### src/rtl/uif_pkg.sv
package uif_pkg;
  localparam int unsigned INT_W   = 32;
  localparam int unsigned EXP_W   = 8;
  localparam int unsigned FRAC_W  = 23;
  localparam int unsigned BIAS    = 127;
  localparam int unsigned EXP_INIT = BIAS + INT_W;
  localparam int unsigned FLT_W   = 1 + EXP_W + FRAC_W;

  typedef enum logic [1:0] {
    ST_IDLE  = 2'd0,
    ST_SHIFT = 2'd1,
    ST_PACK  = 2'd2
  } uif_state_e;
endpackage

### src/rtl/uif_ctrl.sv
module uif_ctrl
  import uif_pkg::*;
(
  input  logic clk,
  input  logic rst_n,
  input  logic start,
  input  logic op_zero,
  input  logic lead_out,
  output logic load_en,
  output logic shift_en,
  output logic pack_en,
  output logic busy
);
  uif_state_e state_q, state_d;

  always_comb begin
    state_d  = state_q;
    load_en  = 1'b0;
    shift_en = 1'b0;
    pack_en  = 1'b0;
    unique case (state_q)
      ST_IDLE: begin
        if (start) begin
          load_en = 1'b1;
          state_d = op_zero ? ST_PACK : ST_SHIFT;
        end
      end
      ST_SHIFT: begin
        shift_en = 1'b1;
        if (lead_out) state_d = ST_PACK;
      end
      ST_PACK: begin
        pack_en = 1'b1;
        state_d = ST_IDLE;
      end
      default: state_d = ST_IDLE;
    endcase
  end

  always_ff @(posedge clk or negedge rst_n) begin
    if (!rst_n) state_q <= ST_IDLE;
    else        state_q <= state_d;
  end

  assign busy = (state_q != ST_IDLE);
endmodule

### src/rtl/uif_norm.sv
module uif_norm
  import uif_pkg::*;
(
  input  logic              clk,
  input  logic              rst_n,
  input  logic              load_en,
  input  logic              shift_en,
  input  logic [INT_W-1:0]  operand,
  output logic [INT_W-1:0]  work,
  output logic [EXP_W-1:0]  exp_cnt,
  output logic              zero_q,
  output logic              lead_out
);
  logic [INT_W-1:0] work_d;
  logic [EXP_W-1:0] exp_d;
  logic             zero_d;

  always_comb begin
    work_d = work;
    exp_d  = exp_cnt;
    zero_d = zero_q;
    if (load_en) begin
      work_d = operand;
      exp_d  = EXP_W'(EXP_INIT);
      zero_d = (operand == '0);
    end else if (shift_en) begin
      work_d = {work[INT_W-2:0], 1'b0};
      exp_d  = exp_cnt - EXP_W'(1);
    end
  end

  always_ff @(posedge clk or negedge rst_n) begin
    if (!rst_n) begin
      work    <= '0;
      exp_cnt <= '0;
      zero_q  <= 1'b0;
    end else if (load_en || shift_en) begin
      work    <= work_d;
      exp_cnt <= exp_d;
      zero_q  <= zero_d;
    end
  end

  assign lead_out = work[INT_W-1];
endmodule

### src/rtl/uif_pack.sv
module uif_pack
  import uif_pkg::*;
(
  input  logic              clk,
  input  logic              rst_n,
  input  logic              pack_en,
  input  logic              zero_q,
  input  logic [EXP_W-1:0]  exp_cnt,
  input  logic [INT_W-1:0]  work,
  output logic [FLT_W-1:0]  result,
  output logic              done
);
  logic [FLT_W-1:0] packed_d;

  always_comb begin
    if (zero_q) packed_d = '0;
    else        packed_d = {1'b0, exp_cnt, work[INT_W-1 -: FRAC_W]};
  end

  always_ff @(posedge clk or negedge rst_n) begin
    if (!rst_n) begin
      result <= '0;
      done   <= 1'b0;
    end else begin
      done <= pack_en;
      if (pack_en) result <= packed_d;
    end
  end
endmodule

### src/rtl/uint_to_float_seq.sv
module uint_to_float_seq
  import uif_pkg::*;
(
  input  logic              clk,
  input  logic              rst_n,
  input  logic              start,
  input  logic [INT_W-1:0]  operand,
  output logic              busy,
  output logic              done,
  output logic [FLT_W-1:0]  result
);
  logic             load_en, shift_en, pack_en, lead_out, zero_q;
  logic [INT_W-1:0] work;
  logic [EXP_W-1:0] exp_cnt;

  uif_ctrl u_ctrl (
    .clk(clk), .rst_n(rst_n), .start(start), .op_zero(operand == '0),
    .lead_out(lead_out), .load_en(load_en), .shift_en(shift_en),
    .pack_en(pack_en), .busy(busy)
  );

  uif_norm u_norm (
    .clk(clk), .rst_n(rst_n), .load_en(load_en), .shift_en(shift_en),
    .operand(operand), .work(work), .exp_cnt(exp_cnt), .zero_q(zero_q),
    .lead_out(lead_out)
  );

  uif_pack u_pack (
    .clk(clk), .rst_n(rst_n), .pack_en(pack_en), .zero_q(zero_q),
    .exp_cnt(exp_cnt), .work(work), .result(result), .done(done)
  );
endmodule

### config.mk
export PLATFORM = sky130hd
export DESIGN_NAME = uint_to_float_seq
export DESIGN_NICKNAME = d
export VERILOG_FILES = /design/src/rtl/uif_pkg.sv /design/src/rtl/uif_ctrl.sv /design/src/rtl/uif_norm.sv /design/src/rtl/uif_pack.sv /design/src/rtl/uint_to_float_seq.sv
export SDC_FILE = /design/constraint.sdc
export NUM_CORES = 1
export LEC_CHECK = 0
export CORE_MARGIN = 2
export CORE_UTILIZATION = 55
export CTS_CLUSTER_DIAMETER = 150
export DETAILED_ROUTE_END_ITERATION = 8
export DONT_BUFFER_PORTS = 1
export HOLD_SLACK_MARGIN = 0.03
export PLACE_DENSITY_LB_ADDON = 0.05
export SLEW_MARGIN = 20
export SYNTH_ARGS = -nofsm -noshare
export SYNTH_HDL_FRONTEND = slang
export SYNTH_SLANG_ARGS = --single-unit
### constraint.sdc
create_clock -name clk -period 2.7 [get_ports clk]
set_input_delay 0.135 -clock clk [delete_from_list [all_inputs] [get_ports clk]]
set_output_delay 0.135 -clock clk [all_outputs]
set_load 0.02 [all_outputs]
Word-level counts from Yosys, hierarchy flattened. Cells that the tools add are included. Widths: inputs -> output; s select.

Register bits: 76. Bits in latches: 0. Memory bits (writable): 0. Bits in read-only memories: 0. Word-level logic and storage cells: 32. Memories: 0.

Add/subtract/negate cells: 1. $mul: 0. Div/mod/pow operators: 0. Order comparisons: 0. Eq/ne operators: 4. Shift-type cells: 0. Mux-type cells: 13. Bitwise gates (word level): 0. Reduce and logical (&&, ||, !) cells: 8.

Operator list (count): $mux 32 (2); $logic_not 32->1 (1); $mux 31 (1); $mux 8 (2); $sub 8x1->8 const B (1); $mux 2 (3); $reduce_and 2->1 (3); $mux 1 (4); $pmux 2 s2 (1); $reduce_bool 2->1 (2); $eq 2x1->1 const B (1); $eq 2x2->1 const B (1); $logic_not 2->1 (1); $ne 2x1->1 const B (1); $ne 2x2->1 const B (1); $logic_or 1x1->1 (1).

Longest topological paths before layout. Gate-level depths: netlist (run 1).

Word-level depth: 4. Depth in mapped cells: 6.

Cells and area by module. Synthesis (run 1) repeated with hierarchy kept, for this count alone.

Cells, all modules: 352. Area, all modules: 3534.6 um2.

By module, submodules not included: uif_norm (instances 1, cells each 193, area an instance 1948.1 um2); uif_pack (instances 1, cells each 137, area an instance 1402.6 um2); uif_ctrl (instances 1, cells each 11, area an instance 111.4 um2); uint_to_float_seq (instances 1, cells each 11, area an instance 72.6 um2).

Worst setup path after synthesis (run 1). OpenSTA, ideal clock, no wires.

Kind: register to register. From: register u_norm.exp_cnt[0]. To: register u_norm.exp_cnt[6]. Setup time: 0.122 ns. Data arrival time: 1.308 ns. Data required time: 2.578 ns. Setup slack: 1.270 ns. Stages on the path, launching flop included: 7. Cells stage by stage: dfrtp_1 inv_1 ha_1 nand4bb_1 or4_1 nand3_1 o21ai_1.

Word-level cells in the longest chain between the ends: 3.

RTL lines: start: declaration (RTL line uif_norm.sv:10) `output logic [EXP_W-1:0] exp_cnt,`; start signal: assignment (RTL line uif_norm.sv:39) `exp_cnt <= exp_d;`; $sub 8x1->8 (RTL line uif_norm.sv:28) `exp_d = exp_cnt - EXP_W'(1);`; $mux 8 (RTL line uif_norm.sv:26) `end else if (shift_en) begin`; $mux 8 (RTL line uif_norm.sv:22) `if (load_en) begin`.

No other way between the ends. The select of a mux whose other input is x is not followed. A chain may end at the register's enable or synchronous reset.

Final worst setup path (run 1).
From: register u_ctrl.state_q[0]. To: register u_norm.exp_cnt[5].

Word-level cells in the longest chain between the ends: 4. Elaborated cells between the ends (all ways): 8. Classes of those cells: eq/ne: 1; mux: 3; reduce/logical: 4.

RTL lines: start: declaration (RTL line uif_ctrl.sv:14) `uif_state_e state_q, state_d;`; start signal: assignment (RTL line uif_ctrl.sv:42) `else state_q <= state_d;`; $eq 2x1->1 or $logic_not 2->1 (tied branches) (RTL line uif_ctrl.sv:21) `unique case (state_q)`; $mux 1 (RTL line uif_ctrl.sv:21); $reduce_bool 2->1 (no source line) or $logic_or 1x1->1 (tied branches); $reduce_and 2->1 (no source line).

Parallel ways exist; a longest one is shown, timed or not.

==> implementation parameters, run 1 <==
Parameter                              Value

Global route
  Initial antenna violation count    0
  Largest net degree at the start of global routing    76
  GR Overflow Total    0
  Number of global-route vias before repair    2,543
  Total Routing Usage GR    24.8%
  First-pass GRT wire length    between 10,000 and 15,000 um

Final layout
  Most common library cell in the layout ignoring fill and taps    sky130_fd_sc_hd__nand2_1
  Filler cell count    461
  Area growth syn-to-layout    17.6%
  Layout Cell Area excl Fill    between 3000 and 4000 um2
  Final cell utilization of the core    68.0%
  Commonest cells after routing, fill and taps aside    sky130_fd_sc_hd__nand2_1 (102), sky130_fd_sc_hd__dfrtp_1 (75), sky130_fd_sc_hd__dlygate4sd3_1 (33), sky130_fd_sc_hd__a22oi_1 (31), sky130_fd_sc_hd__o21ai_0 (31)
  Non-filler instance count after layout    between 400 and 500
  Ratio of cells with drive above 1 in the final layout    under 10%
  Antenna diode count    0
  Final layout net count    400

Critical path
  Critical path fanouts, max    36
  Setup crit end kind    flop
  Data arrival at the endpoint of the critical path    1.87 ns
  Crit path cell chain    nor2b_2, buf_4, nand2_2, o311ai_1, o41ai_1
  Count of buffer and inverter cells on the critical path    1
  Required time of the worst setup path    2.91 ns
  Max incr delay on CP    roughly 0.44 ns
  Gate family responsible for the most delay along the worst path    flip-flops
  Master of the slowest instance on the critical path    sky130_fd_sc_hd__dfrtp_1
  Worst Setup Start Kind    flop
  Startpoint-to-endpoint class of the critical path    flop to flop

Floorplanning
  Effective utilization at floorplan    57.8%
  Die Height    about 81 um
  I/O pins    between 60 and 70
  Row Count    27
  Die W    80.8 um
  Placeable core region    5610 um2
  Die area    approximately 6500 um2

Pwr
  Cell leakage power    1.79 nW
  Power, Total    about 4.3 mW
  Peak supply drop    around 0.63 mV
  Pwr Density    between 1000 and 1500 nW/um2

Synth
  Yosys warning count    0
  Number of enable flip-flop cells after synthesis    0
  Mapped Cells    336
  Post-synth top area cell    sky130_fd_sc_hd__dfrtp_1
  Multiplexer share of the synthesized area    0%
  Most used DFF post-synth    sky130_fd_sc_hd__dfrtp_1
  Biggest area contributors in the synthesized netlist    sky130_fd_sc_hd__dfrtp_1 (58%), sky130_fd_sc_hd__nand2_1 (12%), sky130_fd_sc_hd__a22oi_1 (7.2%)
  Net Count, Synth    372
  Share of the synthesized netlist area taken by xor and xnor gates    less than 1%
  Post-synthesis area per instance    about 9.7 um2
  Fraction of post-synthesis cell area in the top cell type by area    57.9%
  Dominant combinational cell family by area after synthesis    simple AND/OR/NAND/NOR gates
  Adder-Cell Fraction of Synth Area    less than 1%
  Share of synthesized flip-flops with an asynchronous set or reset    100%
  Synthesized area    between 3000 and 4000 um2
  Fraction of the yosys area taken by sequential cells    between 50% and 60%
  Distinct cells, synth    31
  Register bit count reported by yosys    between 70 and 80
  Post-synthesis simple-gate area fraction    a little under a quarter
  Share of the synthesized area in compound gates (AO/OA/AOI/OAI)    between 10 and 15%

STA
  Sum of negative setup slack    0 ns
  Max-Slew Margin vs Limit    44.0%
  Count of final setup violators    0
  Share of the clock period used by the worst path after layout    between 60% and 70%
  Max Clock Freq    about 600 MHz
  Slew Limit Fails    0
  Final Hold Viols    0
  Worst Hold Slack    about 0.047 ns
  Transition time at the pin with the least slew margin    0.841 ns
  Setup slack after layout    approximately 1.0 ns
  Unrepaired setup endpoints after global routing    no
  Min Tclk post-route    1.66 ns
  Largest clock skew in the final design    around 0.010 ns

Placement
  Placed standard-cell area    3260 um2
  Number of cells after detailed placement    between 300 and 400
  Placer congestion estimate    0.785
  DP HPWL    4470 um
  Port-buffer cells    0
  Pre-CTS setup slack    between 0.9 and 1 ns

Clock tree
  Clock tree sinks    75
  Number of buffers added by the clock tree synthesis step    9
  TritonCTS clock tree    done
  Worst-case clock buffer depth    2
  Source-to-sink clock delay at the later pin of the worst-skew pair    0.33 ns
  Clock-pin slew reported for the worst setup and hold paths after clock tree synthesis    roughly 0.080 ns
  Library cell used as clock root buffer    sky130_fd_sc_hd__clkbuf_8
  Number of H-tree branching levels    3
  Post-cts gate resize count    0

Route
  First-pass DRT Iterations    5
  Routed Antenna Nets    0
  Number of violations reported at the end of detailed-routing iteration 0    around 160
  DR vias    ~2,500
  Wirelength, routed    7180 um
  Average vias per placed instance    between 5 and 6
  Count of unresolved DRC violations after routing    0
  Average detailed-routed wire length per instance    about 16 um

Status
  Outcome    finished, final reports clean

Run
  Reported max-cap violation count    0

Min path
  Hold/Removal Path Class    primary input to flop
[final cells by class]
type	instances	area, um2	area share, %
clock inverters	5	27.5	0.722
flip-flops and latches	75	1880	49.2
clock buffers	11	151	3.97
inverters	4	15.0	0.394
repair buffers	38	400	10.5
well taps	72	90.1	2.36
multi-input cells	236	1250	32.8
[worst paths after layout]
kind	startpoint	endpoint	slack, ns	cells past startpoint
max	u_ctrl.state_q[0]	u_norm.exp_cnt[5]	1.04	5
min in group asynchronous	rst_n	u_pack.result[29]	0.35	2
max in group asynchronous	rst_n	u_norm.work[27]	2.05	2
min reg2reg	u_norm.work[6]	u_norm.work[6]	0.48	2
max reg2reg	u_ctrl.state_q[0]	u_norm.exp_cnt[5]	1.04	5
min	start	u_norm.exp_cnt[3]	0.05	2
[registers in the layout (all words and copies together), names as in the netlist]
register	count
u_ctrl.state_q	2
u_norm.zero_q	1
u_pack.result	31
u_norm.exp_cnt	8
u_norm.work	32
u_pack.done	1
[per-layer routing]
layer / vias to the layer above / track usage (%) / part of all wire [%]
li1: 1201 / - / -
met1: 1160 / 35.3 / 46
met2: 92 / 35.6 / 45
met3: 9 / 6.89 / 8.1
met4: 0 / 11.2 / 1.4
met5: - / 0 / 0
[kinds of logic (layout without fill, tap and decap cells)]
| logic type | count (synthesis) | after routing |
|---|---|---|
| AO/OA/AOI/OAI | 72 | 72 |
| XOR/XNOR | 2 | 2 |
| adder cells (fa/ha/maj) | 1 | 1 |
| buffers and inverters | 25 | 58 |
| flip-flops | 75 | 75 |
| other | 1 | 1 |
| AND/OR/NAND/NOR | 160 | 160 |
[report_power, final]
group / internal [mW] / leakage (nW) / switching, mW
Clock: 0.378 / 0.0949 / 0.390
Combinational: 0.503 / 0.769 / 0.812
Sequential: 1.61 / 0.928 / 0.611
[what timing repair did]
| item | 4_1_cts | 5_1_grt |
|---|---|---|
| hold buffers | 34 | 0 |
| hold endpoints to repair | 107 | 0 |
| buffers inserted | 0 | 0 |
| setup endpoints to repair | 0 | 0 |
[cell usage after synthesis, types with 2 or more instances]
| cell type | instances |
|---|---|
| sky130_fd_sc_hd__o21ai_1 | 3 |
| sky130_fd_sc_hd__a21o_1 | 2 |
| sky130_fd_sc_hd__nand4_1 | 2 |
| sky130_fd_sc_hd__dfrtp_1 | 75 |
| sky130_fd_sc_hd__o31ai_1 | 2 |
| sky130_fd_sc_hd__nand2_1 | 102 |
| sky130_fd_sc_hd__buf_2 | 14 |
| sky130_fd_sc_hd__buf_4 | 2 |
| sky130_fd_sc_hd__inv_1 | 4 |
| sky130_fd_sc_hd__nor4_1 | 9 |
| sky130_fd_sc_hd__nor3_1 | 2 |
| sky130_fd_sc_hd__a22oi_1 | 31 |
| sky130_fd_sc_hd__nand3_1 | 5 |
| sky130_fd_sc_hd__clkbuf_1 | 5 |
| sky130_fd_sc_hd__nand2b_1 | 30 |
| sky130_fd_sc_hd__xor2_1 | 2 |
| sky130_fd_sc_hd__nand2_2 | 2 |
| sky130_fd_sc_hd__o21ai_0 | 31 |
Note: power is estimated with default switching activity, not from simulation.
==> run 2: changes to the inputs <==
==> constraint.sdc (replaced) <==
create_clock -name clk -period 1.6 [get_ports clk]
set_input_delay 0.08 -clock clk [delete_from_list [all_inputs] [get_ports clk]]
set_output_delay 0.08 -clock clk [all_outputs]
set_load 0.02 [all_outputs]
==> implementation parameters, run 2 (synthesis gave the netlist of run 1 again) <==
Parameter                              Value

Global route
  First-pass GRT wire length    approximately 11,000 um
  Largest net degree at the start of global routing    between 70 and 80
  Met1 routing resource usage after global routing    between 30% and 40%
  GR Overflow Total    0
  Number of global-route vias before repair    around 2,400
  Most used routing layer in global routing    met1
  Global routing met3 resource utilization    around 5.7%
  Grt met2 use    between 30% and 40%
  Initial antenna violation count    0
  Total Routing Usage GR    between 20% and 30%

Critical path
  Worst Setup Start Kind    flop
  Startpoint-to-endpoint class of the critical path    flop to flop
  Data arrival at the endpoint of the critical path    between 1.5 and 2 ns
  R2R cell count    5
  Critical path fanouts, max    4
  Required time of the worst setup path    1.87 ns
  Setup crit end kind    flop

STA
  Unrepaired setup endpoints after global routing    no
  Max-Slew Margin vs Limit    41.3%
  Worst Hold Slack    -0.563 ns
  Largest clock skew in the final design    between 0.009 and 0.01 ns
  Count of final setup violators    0
  Max Clock Freq    between 600 and 700 MHz
  Share of the clock period used by the worst path after layout    a little over nine tenths
  Min Tclk post-route    1.53 ns
  Transition time at the pin with the least slew margin    a little under 0.9 ns
  Final Hold Viols    75
  Slew Limit Fails    0
  Setup slack after layout    between 0.06 and 0.07 ns

Clock tree
  Library cell used as clock root buffer    sky130_fd_sc_hd__clkbuf_8
  Worst-case clock buffer depth    2
  Number of buffers added by the clock tree synthesis step    9
  Number of H-tree branching levels    3
  Clock-pin slew reported for the worst setup and hold paths after clock tree synthesis    0.07 ns
  Post-cts hold buffer count    33
  TritonCTS clock tree    done
  Source-to-sink clock delay at the later pin of the worst-skew pair    roughly 0.33 ns
  Clock tree sinks    75

Status
  Violations in the final reports    negative hold slack
  Outcome    finished with violations

Floorplanning
  Placeable core region    about 5600 um2
  Die area    6530 um2
  Row Count    27
  Effective utilization at floorplan    ~58%
  Die W    ~81 um
  Die Height    80.8 um
  I/O pins    69

Final layout
  Ratio of cells with drive above 1 in the final layout    a little under a tenth
  Area growth syn-to-layout    18.1%
  Antenna diode count    0
  Most common library cell in the layout ignoring fill and taps    sky130_fd_sc_hd__nand2_1
  Commonest cells after routing, fill and taps aside    sky130_fd_sc_hd__nand2_1 (102), sky130_fd_sc_hd__dfrtp_1 (74), sky130_fd_sc_hd__dlygate4sd3_1 (33), sky130_fd_sc_hd__a22oi_1 (31), sky130_fd_sc_hd__o21ai_0 (31)
  Final cell utilization of the core    between 60% and 70%
  Filler cell count    roughly 470
  Layout Cell Area excl Fill    3830 um2
  Final layout net count    approximately 410
  Largest registers    u_norm.work x32, u_pack.result x31, u_norm.exp_cnt x8
  Number of flip-flops in the largest register    32
  Largest reg by FF count    u_norm.work

Pwr
  Power, Total    between 7 and 8 mW
  Pwr Density    around 1900 nW/um2
  Cell leakage power    1.80 nW
  Peak supply drop    0.949 mV

Route
  DR vias    around 2,500
  First-pass DRT Iterations    5
  Average detailed-routed wire length per instance    around 16 um
  Average vias per placed instance    approximately 5.6
  Number of violations reported at the end of detailed-routing iteration 0    between 100 and 150
  Count of unresolved DRC violations after routing    0
  Routed Antenna Nets    0
  Wirelength, routed    7220 um

Placement
  Port-buffer cells    0
  DP HPWL    between 4000 and 5000 um
  Placer congestion estimate    0.762
  Placed standard-cell area    approximately 3300 um2
  Pre-CTS setup slack    around 0.048 ns

Run
  Reported max-cap violation count    0

Min path
  Hold/Removal Path Class    primary input to asynchronous set/reset pin
[run 2: cell count changes in the layout (fill, tap and decap cells not counted), sizes merged]
cell and change:
clkinv +1, clkinvlp -1, buf +5
[run 2: per-layer routing]
layer	wire length (um)	vias up
met5	0	-
met4	75	0
met3	422	6
met2	3200	74
met1	3530	1199
li1	-	1206
[run 2: stage by stage]
stage,cells,hold WS [ns],TNS (ns)
floorplan,336,-0.216,0
global placement,394,-0.214,-5.49
detailed placement,394,-0.214,0
CTS,443,-0.587,0
global route,446,-0.587,0
finish,446,-0.563,0
[run 2: report_power, final]
group | internal [mW] | switching (mW) | total [mW]
Combinational | 0.916 | 1.36 | 2.28
Sequential | 2.72 | 1.02 | 3.73
Clock | 0.599 | 0.675 | 1.27
Total | 4.23 | 3.05 | 7.28
[run 2: critical path: stages, from the launching register on]
cell and delay (ns):
sky130_fd_sc_hd__dfrtp_2 0.45, sky130_fd_sc_hd__buf_4 0.15, sky130_fd_sc_hd__nand4bb_1 0.22, sky130_fd_sc_hd__buf_4 0.17
sky130_fd_sc_hd__or3_2 0.40, sky130_fd_sc_hd__nand3_1 0.09
[run 2: what timing repair did]
| item | in CTS | in global routing |
|---|---|---|
| endpoints found under the setup margin | 0 | 2 |
| buffers inserted | 0 | 3 |
| hold endpoints to repair | 112 | 75 |
| gates resized for setup | 0 | 2 |
[run 2: worst paths after layout]
kind,startpoint,endpoint,slack [ns]
worst max register to register,u_ctrl.state_q[1],u_norm.exp_cnt[4],0.07
max in group asynchronous,rst_n,u_ctrl.state_q[1],2.00
min in group clk,operand[15],u_ctrl.state_q[0],0.07
worst min-delay path,rst_n,u_pack.result[28],-0.56
worst min register to register,u_norm.work[8],u_norm.work[8],0.48
worst max-delay path,u_ctrl.state_q[1],u_norm.exp_cnt[4],0.07
[run 2: layout make-up]
cell class              instances  area, um2  area share (%)
clock buffers                  11        141            3.69
inverters                       4       15.0           0.392
well taps                      72       90.1            2.35
flip-flops and latches         75       1880            49.1
repair buffers                 43        418            10.9
multi-input cells             236       1260            32.8
clock inverters                 5       28.8           0.752
